## config.mk

```make
export PLATFORM = sky130hd
export DESIGN_NAME = dual_role_timer
export DESIGN_NICKNAME = d
export VERILOG_FILES = /design/src/rtl/drt_pkg.sv /design/src/rtl/drt_regs.sv /design/src/rtl/drt_counter.sv /design/src/rtl/dual_role_timer.sv
export SDC_FILE = /design/constraint.sdc
export NUM_CORES = 1
export LEC_CHECK = 0
export ABC_AREA = 1
export ABC_CLOCK_PERIOD_IN_PS = 2700
export BUFFER_PORTS_ARGS = -buffer_cell sky130_fd_sc_hd__buf_2
export CAP_MARGIN = 15
export CELL_PAD_IN_SITES_DETAIL_PLACEMENT = 0
export CELL_PAD_IN_SITES_GLOBAL_PLACEMENT = 1
export CORE_MARGIN = 5
export CORE_UTILIZATION = 44
export DETAILED_ROUTE_END_ITERATION = 8
export GPL_ROUTABILITY_DRIVEN = 0
export HOLD_SLACK_MARGIN = 0.1
export PLACE_DENSITY_LB_ADDON = 0.1
export SLEW_MARGIN = 0
export SYNTH_ARGS = -nofsm -noshare
export SYNTH_HDL_FRONTEND = slang
export SYNTH_SLANG_ARGS = --single-unit
export TNS_END_PERCENT = 100
```

## constraint.sdc

```tcl
create_clock -name clk -period 2.7 [get_ports clk]
set_clock_uncertainty 0.05 [all_clocks]
set_input_delay 0.54 -clock clk [delete_from_list [all_inputs] [get_ports clk]]
set_output_delay 0.54 -clock clk [all_outputs]
set_load 0.05 [all_outputs]
```

## src/rtl/drt_pkg.sv

```systemverilog
package drt_pkg;
  localparam logic [1:0] A_MODE  = 2'd0;
  localparam logic [1:0] A_COUNT = 2'd1;
  localparam logic [1:0] A_STAT  = 2'd2;

  localparam int B_EDGE = 16;
  localparam int B_WDT  = 15;
  localparam int B_EN   = 12;
  localparam int B_CONT = 10;
  localparam int B_IE   = 8;

  localparam logic [7:0] KICK = 8'hA5;

  typedef struct packed {
    logic [1:0] edge_sel;
    logic       wdt;
    logic       en;
    logic       cont;
    logic       ie;
  } mode_t;
endpackage

```

## src/rtl/drt_regs.sv

```systemverilog
module drt_regs
  import drt_pkg::*;
#(
  parameter int PRE_W = 16,
  parameter int PER_W = 16
) (
  input  logic                   clk,
  input  logic                   rst,
  input  logic                   wr_en,
  input  logic                   rd_en,
  input  logic [1:0]             addr,
  input  logic [PRE_W+PER_W-1:0] wdata,
  input  logic [(PRE_W+PER_W)/8-1:0] be,
  input  logic                   expire,
  output mode_t                  mode,
  output logic [PRE_W-1:0]       pre_val,
  output logic [PER_W-1:0]       per_val,
  output logic                   kick,
  output logic                   flag,
  output logic [PRE_W+PER_W-1:0] rdata
);
  localparam int DW = PRE_W + PER_W;
  localparam int NB = DW / 8;

  logic [DW-1:0] count_q;
  logic [DW-1:0] mode_w, mode_nw, count_nw;
  mode_t         mode_n;
  logic          wr_mode, wr_count, wr_stat;

  function automatic logic [DW-1:0] pack_mode(mode_t m);
    logic [DW-1:0] w;
    w = '0;
    w[B_EDGE+1:B_EDGE] = m.edge_sel;
    w[B_WDT]  = m.wdt;
    w[B_EN]   = m.en;
    w[B_CONT] = m.cont;
    w[B_IE]   = m.ie;
    return w;
  endfunction

  assign wr_mode  = wr_en && (addr == A_MODE);
  assign wr_count = wr_en && (addr == A_COUNT);
  assign wr_stat  = wr_en && (addr == A_STAT);
  assign kick     = wr_mode && be[NB-1] && (wdata[DW-1 -: 8] == KICK) && mode.wdt;
  assign mode_w   = pack_mode(mode);

  always_comb begin
    mode_nw  = mode_w;
    count_nw = count_q;
    for (int b = 0; b < NB; b++) begin
      if (be[b]) begin
        mode_nw[b*8 +: 8]  = wdata[b*8 +: 8];
        count_nw[b*8 +: 8] = wdata[b*8 +: 8];
      end
    end
    mode_n.edge_sel = mode_nw[B_EDGE+1:B_EDGE];
    mode_n.wdt      = mode_nw[B_WDT];
    mode_n.en       = mode_nw[B_EN];
    mode_n.cont     = mode_nw[B_CONT] && !mode_nw[B_WDT];
    mode_n.ie       = mode_nw[B_IE] && !mode_nw[B_WDT];
  end

  always_ff @(posedge clk) begin
    if (rst) begin
      mode    <= '0;
      count_q <= '0;
      flag    <= 1'b0;
      rdata   <= '0;
    end else begin
      if (wr_mode && !kick) mode <= mode_n;
      if (wr_count) count_q <= count_nw;
      if (expire && !mode.wdt) flag <= 1'b1;
      else if (wr_stat && be[0] && wdata[0]) flag <= 1'b0;
      if (rd_en) begin
        case (addr)
          A_MODE:  rdata <= mode_w;
          A_COUNT: rdata <= count_q;
          A_STAT:  rdata <= {{(DW-1){1'b0}}, flag};
          default: rdata <= '0;
        endcase
      end
    end
  end

  assign pre_val = count_q[DW-1 -: PRE_W];
  assign per_val = count_q[PER_W-1:0];
endmodule

```

## src/rtl/drt_counter.sv

```systemverilog
module drt_counter #(
  parameter int PRE_W = 16,
  parameter int PER_W = 16
) (
  input  logic             clk,
  input  logic             rst,
  input  logic             run,
  input  logic             cont,
  input  logic             kick,
  input  logic [PRE_W-1:0] pre_val,
  input  logic [PER_W-1:0] per_val,
  output logic             expire,
  output logic [PRE_W-1:0] pre_cnt,
  output logic [PER_W-1:0] per_cnt
);
  logic             run_q, done, tick, last, start;
  logic [PRE_W-1:0] pre_top;

  assign pre_top = pre_val - 1'b1;
  assign start   = run && !run_q;
  assign tick    = run && run_q && !done && (pre_cnt == '0);
  assign last    = (per_cnt <= 1);
  assign expire  = tick && last && !kick;

  always_ff @(posedge clk) begin
    if (rst) begin
      run_q   <= 1'b0;
      done    <= 1'b0;
      pre_cnt <= '0;
      per_cnt <= '0;
    end else begin
      run_q <= run;
      if (kick || start) begin
        pre_cnt <= pre_top;
        per_cnt <= per_val;
        done    <= 1'b0;
      end else if (run && run_q && !done) begin
        if (pre_cnt == '0) begin
          pre_cnt <= pre_top;
          if (last) begin
            if (cont) per_cnt <= per_val;
            else done <= 1'b1;
          end else begin
            per_cnt <= per_cnt - 1'b1;
          end
        end else begin
          pre_cnt <= pre_cnt - 1'b1;
        end
      end
    end
  end
endmodule

```

## src/rtl/dual_role_timer.sv

```systemverilog
module dual_role_timer
  import drt_pkg::*;
#(
  parameter int PRE_W = 16,
  parameter int PER_W = 16
) (
  input  logic        clk,
  input  logic        rst,
  input  logic        wr_en,
  input  logic        rd_en,
  input  logic [1:0]  addr,
  input  logic [31:0] wdata,
  input  logic [3:0]  be,
  output logic [31:0] rdata,
  output logic        irq,
  output logic        wdt_reset
);
  mode_t            mode;
  logic [PRE_W-1:0] pre_val, pre_cnt;
  logic [PER_W-1:0] per_val, per_cnt;
  logic             kick, flag, expire;

  drt_regs #(.PRE_W(PRE_W), .PER_W(PER_W)) u_regs (
    .clk(clk), .rst(rst), .wr_en(wr_en), .rd_en(rd_en), .addr(addr),
    .wdata(wdata), .be(be), .expire(expire), .mode(mode),
    .pre_val(pre_val), .per_val(per_val), .kick(kick), .flag(flag),
    .rdata(rdata)
  );

  drt_counter #(.PRE_W(PRE_W), .PER_W(PER_W)) u_cnt (
    .clk(clk), .rst(rst), .run(mode.en), .cont(mode.cont), .kick(kick),
    .pre_val(pre_val), .per_val(per_val), .expire(expire),
    .pre_cnt(pre_cnt), .per_cnt(per_cnt)
  );

  assign irq = flag && mode.ie;

  always_ff @(posedge clk) begin
    if (rst) wdt_reset <= 1'b0;
    else     wdt_reset <= expire && mode.wdt;
  end
endmodule

```

==> flow_results.org, run 1 <==
** Status
- Outcome :: finished, final reports clean

** Drt
- After the first detailed-routing iteration, the DRC count stood at slightly below 400.
- The routed design has about 15 mm of wire.
- After detailed routing, the number of vias per cell comes to approximately 5.
- For this block, the via count after detailed routing is about 5400.
- The count of nets left with antenna violations once routing finished came out at 0.
- Residual DRC :: 0
- In the final routed layout, each cell accounts on average for 14.3 um.
- For this run, the detailed router's first-pass iteration total came to 5.

** Layout
- Area added between synthesis and finish :: 14.1%
- The repair_antennas step left the layout with diodes totalling 0.
- In the final design database the tool counted around 930 nets.
- Layout cells sized above 1 :: between 10% and 20%
- The finished layout holds 1058 standard cells, fillers aside.

** Yosys
- Counting every net in the synthesized netlist gives roughly 870.
- After synthesis the netlist holds a flip-flop and latch count of 106.
- Top cell type by total area after synthesis :: sky130_fd_sc_hd__dfxtp_1
- Syn Area/Cell :: slightly below 7 um2
- Top-area cell type share of the netlist area :: 38.4%
- The cell area that synthesis handed to floorplanning was approximately 5500 um2.
- Register area share after synthesis :: a little under two fifths
- Number of distinct standard cells referenced by the synthesized netlist :: 34
- Gate count after technology mapping :: between 800 and 900
- Synthesis warning total :: 0
- Cells taking the most area after synthesis :: sky130_fd_sc_hd__dfxtp_1 38%, sky130_fd_sc_hd__nand2_1 13%, sky130_fd_sc_hd__o21ai_0 8.1%, sky130_fd_sc_hd__a21oi_1 7.7%, sky130_fd_sc_hd__inv_1 7.1%

** Timing
- In the finished design, the share of the clock period the worst path needs comes to 87.3%.
- The final number of max-transition violations came to 0.
- Setup Total Neg Slack :: 0 ns
- At the pin with the least slew margin, the transition time is between 0.9 and 1 ns.
- Setup repair after global routing missed its margin :: no
- Final hold vios :: 0
- Based on the critical path, the design can be clocked at up to between 400 and 500 MHz.
- # setup viols final :: 0
- The routed design could run at a clock period as short as around 2.4 ns.
- Measured against its own limit, the worst slew margin works out to a little over a third.

** Clocking
- # resized after CTS :: 0
- TritonCTS Buffers :: 9
- The clock net in this run drives a total of 106 sinks.
- Clock latency on the worst-skew pair, taken at its later pin, is 0.35 ns.
- Root Buffer Master :: sky130_fd_sc_hd__clkbuf_16
- Number of buffers inserted to repair setup after CTS :: 0
- No sink is reached through more buffers than the 2 on the longest clock path.
- Clock slew seen by the registers of the worst setup and hold paths :: 0.07 ns
- TritonCTS built the clock tree.
- The H-tree generated during clock tree synthesis spans 3 levels.
- The number of hold buffers added after CTS was 0.

** Global routing
- Global routing used a little over a fifth of the available tracks.
- For this run the aggregate overflow at the end of global routing stands at 0.
- The first global-routing pass estimated approximately 25 mm of wire.
- Vias in the first global route :: 4956
- Largest net degree at the start of global routing :: between 40 and 50
- Initial antenna violation count :: 0

** Critical path
- CP Cell Sequence :: inv_1, ha_1, o211ai_1, nor2_1, nor2_1, nand2_1, nand3_1, inv_1, nor2_1
- Kind of launch point of the worst setup path :: flip-flop
- The worst setup path is captured at a flip-flop.
- On the worst path, the slowest cell contributes a delay of about 0.73 ns.
- Most prevalent standard cell on the critical path :: sky130_fd_sc_hd__nor2_1
- For the worst setup path, the data arrival time is 2.60 ns.
- The endpoint identified for the worst register-to-register timing path is u_cnt.per_cnt[0]$_SDFFE_PP0P_.
- Cell with the largest stage delay on the worst path :: sky130_fd_sc_hd__nor2_1
- Critical Path RT :: slightly below 3 ns
- Biggest fanout along the worst timing path :: 15
- Worst-case reg-to-reg path depth :: 9
- Startpoint-to-endpoint class of the critical path :: reg -> reg
- The worst register-to-register path begins at u_cnt.per_cnt[0]$_SDFFE_PP0P_.
- Register-to-register setup slack :: approximately 0.34 ns

** Worst hold path
- Min-Delay Startpoint :: u_regs.mode[5]$_SDFFE_PP0P_
- Capture endpoint of the worst hold path :: u_regs.mode[5]$_SDFFE_PP0P_
- HP Class :: reg -> reg
- Worst hold path cell count :: 2

** Floorplan
- The die is around 120 um wide.
- Full die area :: ~15000 um2
- Die span in y :: about 120 um
- # IOs :: 76
- In this run the standard cell core region covers roughly 12000 um2.
- The initial utilization of the core area, before any placement, comes to 44.4%.
- Row generation in the floorplan step produced 41 rows.

** Power
- Static leakage :: roughly 3.1 nW
- For this design the ratio of total power to cell area is 578 nW/um2.
- The worst-case IR drop observed on VDD is between 200 and 300 uV.

** Placed design
- Input/output buffers :: 75
- Cell count after placement :: 1042
- Detailed Place HPWL :: around 11 mm

** Job
- Max capacitance violation total :: 0
==> worst max-delay path by stage <==
stage	slack, ns	to	from
after floorplan	0.88	u_cnt.per_cnt[7]$_SDFFE_PP0P_	wdata[25]
after global placement	0.32	u_cnt.per_cnt[1]$_SDFFE_PP0P_	be[3]
after detailed placement	0.29	u_cnt.pre_cnt[5]$_SDFFE_PP0P_	be[3]
after CTS	0.39	u_cnt.per_cnt[0]$_SDFFE_PP0P_	u_cnt.per_cnt[0]$_SDFFE_PP0P_
after global routing	0.12	u_cnt.per_cnt[0]$_SDFFE_PP0P_	u_cnt.per_cnt[0]$_SDFFE_PP0P_
final	0.34	u_cnt.per_cnt[0]$_SDFFE_PP0P_	u_cnt.per_cnt[0]$_SDFFE_PP0P_
==> report_power, final <==
group          internal (mW)  switching (mW)  total (mW)
Combinational          0.222           0.485       0.707
Clock                  0.643           0.639        1.28
Sequential              1.62          0.0411        1.66
Total                   2.48            1.17        3.65
==> registers in the layout (all words and copies together) (netlist names) <==
| signal | cells |
|---|---|
| u_cnt.pre_cnt | 16 |
| u_regs.rdata | 32 |
| u_regs.count_q | 32 |
| u_cnt.run_q | 1 |
| u_regs.flag | 1 |
| u_cnt.per_cnt | 16 |
| u_cnt.done | 1 |
| wdt_reset | 1 |
| u_regs.mode | 6 |
==> through the flow <==
step           worst slack (ns)  util, %  hold WS, ns  area, um2  total power [mW]
5_1_grt                   0.125     50.6        0.423       6310              3.86
3_5_place_dp              0.287     48.3        0.395       6030              2.40
2_1_floorplan             0.875        -        0.375       5530              2.21
4_1_cts                   0.387     50.6        0.396       6310              3.69
6_report                  0.343     50.6        0.404       6310              3.65
3_3_place_gp              0.323     48.3        0.388       6030              2.40
==> cell usage in the layout, fill, tap and decap left out, types with 7 or more instances in the layout <==
master	netlist	routed
sky130_fd_sc_hd__clkbuf_16	0	9
sky130_fd_sc_hd__nand2_1	188	188
sky130_fd_sc_hd__buf_2	4	75
sky130_fd_sc_hd__inv_1	105	104
sky130_fd_sc_hd__nor2_2	9	9
sky130_fd_sc_hd__a21oi_1	85	85
sky130_fd_sc_hd__dfxtp_1	106	106
sky130_fd_sc_hd__nor3_1	7	7
sky130_fd_sc_hd__nand3_1	58	58
sky130_fd_sc_hd__o221ai_1	7	7
sky130_fd_sc_hd__nor2_1	69	69
sky130_fd_sc_hd__o21ai_0	90	90
sky130_fd_sc_hd__xor2_1	19	19
==> cell usage after synthesis, drive strengths merged <==
master  instances
nand2         195
dfxtp         106
inv           105
o21ai          92
a21oi          87
nor2           82
nand3          60
clkbuf         24
xor2           19
buf             8
nor3            7
o221ai          7
ha              5
nand4           5
xnor2           5
o211ai          3
o21bai          3
a211oi          2
nand3b          2
or2             2
and2            1
clkinv          1
o31ai           1
==> per-layer routing <==
metal	GRT usage, %	routed length, um
met5	0	0
met3	3.99	830
met4	5.18	174
met2	28.3	6160
met1	33.3	8000
==> area by class of cell <==
cell class	count	area [um2]
Clock inverter	7	60.1
Timing Repair Buffer	80	425
Clock buffer	9	225
Multi-Input combinational cell	578	2870
Tap cell	172	215
Inverter	106	398
Sequential cell	106	2120
Fill cell	1313	6150
==> worst max-delay path: cells and delay by family (launching register included) <==
family / cells / cell delay [ns]
and+or+nand+nor: 5 / 1.19
DFF: 1 / 0.38
adders and majority gates: 1 / 0.27
AOI/OAI and AO/OA: 1 / 0.24
buffers and inverters: 2 / 0.16
==> kinds of logic (layout without fill, tap and decap cells) <==
kind of cell | after synthesis | count (layout) | synth area share (%)
compound gates | 195 | 195 | 18.8
xor+xnor | 24 | 24 | 3.80
fa+ha+maj | 5 | 5 | 1.13
buf+inv | 138 | 202 | 9.80
flops | 106 | 106 | 38.4
simple gates | 354 | 354 | 28.1
No activity file was read; power rests on OpenSTA's default activity.
==> run 2, diff against run 1 <==
--- a/config.mk
+++ b/config.mk
@@ -5,14 +5,13 @@
 export SDC_FILE = /design/constraint.sdc
 export NUM_CORES = 1
 export LEC_CHECK = 0
-export ABC_AREA = 1
 export ABC_CLOCK_PERIOD_IN_PS = 2700
 export BUFFER_PORTS_ARGS = -buffer_cell sky130_fd_sc_hd__buf_2
 export CAP_MARGIN = 15
 export CELL_PAD_IN_SITES_DETAIL_PLACEMENT = 0
 export CELL_PAD_IN_SITES_GLOBAL_PLACEMENT = 1
 export CORE_MARGIN = 5
-export CORE_UTILIZATION = 44
+export CORE_UTILIZATION = 45
 export DETAILED_ROUTE_END_ITERATION = 8
 export GPL_ROUTABILITY_DRIVEN = 0
 export HOLD_SLACK_MARGIN = 0.1
==> run 2 against run 1 <==
  * Global-route usage is 0.41 points lower
  * Sequential power about the same
  * Register-to-register slack lost 0.12 ns
  * Non-clock buffer count rose by 21
  * Power rose by 0.77%
  * Cell area down 2.9%
  * Combinational power up 9.6%
  * Critical path type unchanged
  * Largest power group unchanged
==> flow_results.org, run 2 <==
** Clocking
- Root Buffer Master :: sky130_fd_sc_hd__clkbuf_16
- TritonCTS clock tree :: done
- Clock latency of the later-clocked register in the worst-skew pair :: between 0.3 and 0.4 ns
- Clock slew seen by the registers of the worst setup and hold paths :: approximately 0.070 ns
- # resized after CTS :: 0
- Clock H-tree levels :: 3
- Clock tree synthesis inserted a total of 9 buffers.
- CTS hold repair buffers :: 0
- Counting every sink on the clock net gives about 110.
- No sink is reached through more buffers than the 2 on the longest clock path.
- Number of buffers inserted to repair setup after CTS :: 0

** Power
- In this run the static leakage power is approximately 2.5 nW.
- For this design the total switching power over the nets is 1.13 mW.
- Across the VDD grid, the largest voltage drop is about 350 uV.
- Relative contribution of combinational cells to total power :: between 20% and 30%
- Ratio of total power to cell area :: approximately 600 nW/um2
- Proportion of power drawn by flip-flops and latches :: between 40% and 50%
- Power comes to between 3 and 4 mW.
- Proportion of power drawn by the clock network :: about 35%
- In this run switching power makes up between 30% and 40% of total power.
- Cell Int Power :: between 2 and 3 mW

** Timing
- Dividing the final minimum period by the clock period gives between 90 and 100%.
- Setup Total Neg Slack :: 0 ns
- For the finished layout, the period the worst path requires is ~2.5 ns.
- Maximum frequency from static timing analysis :: 404 MHz
- Actual transition at the worst max-transition pin :: between 0.6 and 0.7 ns
- Setup violations remaining at the end of the flow were counted as 0.
- Final hold vios :: 0
- Final Max Slew Viols :: 0
- Setup repair after global routing left no endpoint under its margin.
- Max transition margin :: approximately 55%

** Global routing
- Initial antenna violation count :: 0
- Wire length of the first global-routing pass :: 23.4 mm
- The total overflow left after global routing is 0.
- The via count of the first global-routing pass was approximately 4600.
- Met1 Resource Use GR :: 30.3%
- For this run, the total global-route usage over all layers was measured as 20.5%.
- Largest net degree at the start of global routing :: 53
- Global-route layer with the greatest usage :: met1
- For met3 alone, demand over resource in global routing was 5.09%.
- Met2 Use GR :: around 29%

** Yosys
- Number of distinct standard cells referenced by the synthesized netlist :: 54
- Synthesis produced a netlist with a net count of between 700 and 800.
- Summed instance area of the synthesized netlist :: roughly 5200 um2
- Syn Area/Cell :: ~7.7 um2
- Ys async rst share :: 0%
- Synthesis inferred between 100 and 150 register bits.
- For this run, the register share of the synthesized area comes to between 40 and 50%.
- In this run the biggest area consumer among cell types represents 40.7% of the synthesized area.
- The synthesized design spends more area on one cell type than any other, namely sky130_fd_sc_hd__dfxtp_1.
- By count the netlist is led by 106 x sky130_fd_sc_hd__dfxtp_1, 106 x sky130_fd_sc_hd__nand2_1, 96 x sky130_fd_sc_hd__a21oi_1, 68 x sky130_fd_sc_hd__nor2_1, 40 x sky130_fd_sc_hd__nor2b_1.
- The synthesized design contains 0 enable-type register cells.
- Ys flop type :: sky130_fd_sc_hd__dfxtp_1
- During synthesis, Yosys emitted a total of 0 warnings.
- Ranked by total cell area, the synthesized netlist is headed by sky130_fd_sc_hd__dfxtp_1 41%, sky130_fd_sc_hd__a21oi_1 9.2%, sky130_fd_sc_hd__nand2_1 7.6%, sky130_fd_sc_hd__nor2_1 4.9%, sky130_fd_sc_hd__nor2b_1 4.8%.
- Gate count after technology mapping :: slightly below 700

** Layout
- In the final design database the tool counted approximately 800 nets.
- Area taken by flip-flops and latches :: 2120 um2
- The number of antenna diodes in the final layout is 0.
- Area added between synthesis and finish :: 17.7%
- Layout cells sized above 1 :: around 18%
- Area of the multi-input gates :: between 2000 and 3000 um2
- Counting the fill cells in the layout gives ~1100.
- Registers with the most flip-flops :: u_regs.count_q: 32 flops, u_regs.rdata: 32 flops
- Leading cell types in the layout, fill and taps excluded :: 106 x sky130_fd_sc_hd__nand2_1, 106 x sky130_fd_sc_hd__dfxtp_1, 96 x sky130_fd_sc_hd__a21oi_1

** Drt
- Using the TritonRoute via totals, the vias-per-cell ratio works out to around 5.6.
- In the routed design, unresolved DRC markers number 0.
- The pre-antenna-repair detailed-routing pass consisted of 5 iterations.
- The detailed router finished its first iteration with about 300 violations.
- Remaining antenna violation count after routing :: 0
- Summed over all layers, the routed wires come to approximately 15 mm.
- In the final routed layout, each cell accounts on average for 16.4 um.
- Summing over every cut layer, the via total after detailed routing is roughly 5000.

** Floorplan
- # IOs :: 76
- The die is around 120 um wide.
- After floorplanning, the core was sized to cover roughly 11000 um2.
- The floorplan step defined a die boundary enclosing ~14000 um2.
- Number of placement rows :: 39
- Starting density of the core :: a little under half
- Die span in y :: roughly 120 um

** Critical path
- Startpoint-to-endpoint class of the critical path :: reg -> reg
- The startpoint identified for the worst register-to-register timing path is u_cnt.per_cnt[9]$_SDFFE_PP0P_.
- The critical path starts at u_cnt.per_cnt[9]$_SDFFE_PP0P_.
- Of all nets on the critical path, the largest fanout is 16.
- The worst setup path is launched from a flip-flop.
- Critical Path RT :: 2.89 ns
- Data arrival time at the worst-slack endpoint :: 2.66 ns
- Crit path capture type :: flip-flop

** Worst hold path
- The worst hold path begins at wdata[20].
- HP Class :: in -> reg

** Placed design
- In this run the tool buffered the top-level ports with 75 buffer cells.
- Detailed Place HPWL :: between 10 and 15 mm

** Status
- The flow ran to the end, and the final reports show no timing, DRC or antenna violations.

** Job
- Max-cap violations in this run came to 0.
-- run 2: cell count changes after synthesis, moves of 7 or more --
cell                       delta
sky130_fd_sc_hd__nor3_1      +16
sky130_fd_sc_hd__nor2b_1     +40
sky130_fd_sc_hd__and3_1       +8
sky130_fd_sc_hd__xor2_1      -15
sky130_fd_sc_hd__o221ai_1     -7
sky130_fd_sc_hd__and2_1       +7
sky130_fd_sc_hd__o21ai_0     -59
sky130_fd_sc_hd__nor2_2       -9
sky130_fd_sc_hd__nand3_1     -41
sky130_fd_sc_hd__a31oi_1      +8
sky130_fd_sc_hd__inv_1       -93
sky130_fd_sc_hd__nand2_1     -82
sky130_fd_sc_hd__a21oi_1     +11
sky130_fd_sc_hd__nor4_1       +8
-- run 2: kinds of logic after synthesis --
family | share of synthesized area (%)
buffers and inverters | 3.46
flip-flops | 40.7
AND/OR/NAND/NOR | 31.3
XOR/XNOR | 1.85
AO/OA/AOI/OAI | 19.5
multiplexers | 2.04
adder cells (fa/ha/maj) | 1.20
-- run 2: power by group through the flow --
stage	sequential [mW]	combinational [mW]	clock, mW
4_1_cts	1.63	0.771	1.30
3_5_place_dp	1.67	0.769	0
5_1_grt	1.64	0.856	1.37
3_3_place_gp	1.66	0.759	0
6_report	1.63	0.775	1.27
2_1_floorplan	1.66	0.514	0
-- run 2: path summary, 6_finish.rpt --
kind	slack [ns]	cells past startpoint	to
max reg2reg	0.22	6	u_cnt.per_cnt[6]$_SDFFE_PP0P_
max	0.22	6	u_cnt.per_cnt[6]$_SDFFE_PP0P_
min reg2reg	0.42	2	u_regs.mode[5]$_SDFFE_PP0P_
min	0.37	3	u_regs.count_q[20]$_SDFFE_PP0P_
-- run 2: cell type report --
type                    count  share of cell area, %
clock inverters             6                  0.837
multi-input cells         522                   47.4
flip-flops and latches    106                   34.6
repair buffers            101                   9.75
clock buffers              10                   3.73
inverters                  12                  0.735
well taps                 143                   2.92
-- run 2: stage by stage --
| step | hold WS (ns) | area [um2] | cells | setup WS [ns] | utilization (%) |
|---|---|---|---|---|---|
| after detailed placement | 0.404 | 5850 | 884 | 0.189 | 51.5 |
| after floorplan | 0.384 | 5210 | 674 | 0.411 | - |
| after global routing | 0.363 | 6130 | 900 | 0.0760 | 53.9 |
| final | 0.366 | 6130 | 900 | 0.222 | 53.9 |
| after CTS | 0.355 | 6130 | 900 | 0.229 | 53.9 |
| after global placement | 0.391 | 5850 | 884 | 0.195 | 51.5 |
-- run 2: critical path, cell delays in order, from the launching register on --
cell and delay (ns):
sky130_fd_sc_hd__dfxtp_1 0.33, sky130_fd_sc_hd__or4_4 0.56, sky130_fd_sc_hd__or4_4 0.46, sky130_fd_sc_hd__o211ai_2 0.58, sky130_fd_sc_hd__nor3_1 0.12, sky130_fd_sc_hd__a21oi_1 0.14, sky130_fd_sc_hd__o32ai_1 0.10
-- run 2: routing by layer --
layer / share of wire [%] / vias up
li1: - / 2525
met1: 50 / 2328
met2: 42 / 138
met3: 6.0 / 20
met4: 1.7 / 0
met5: 0 / -
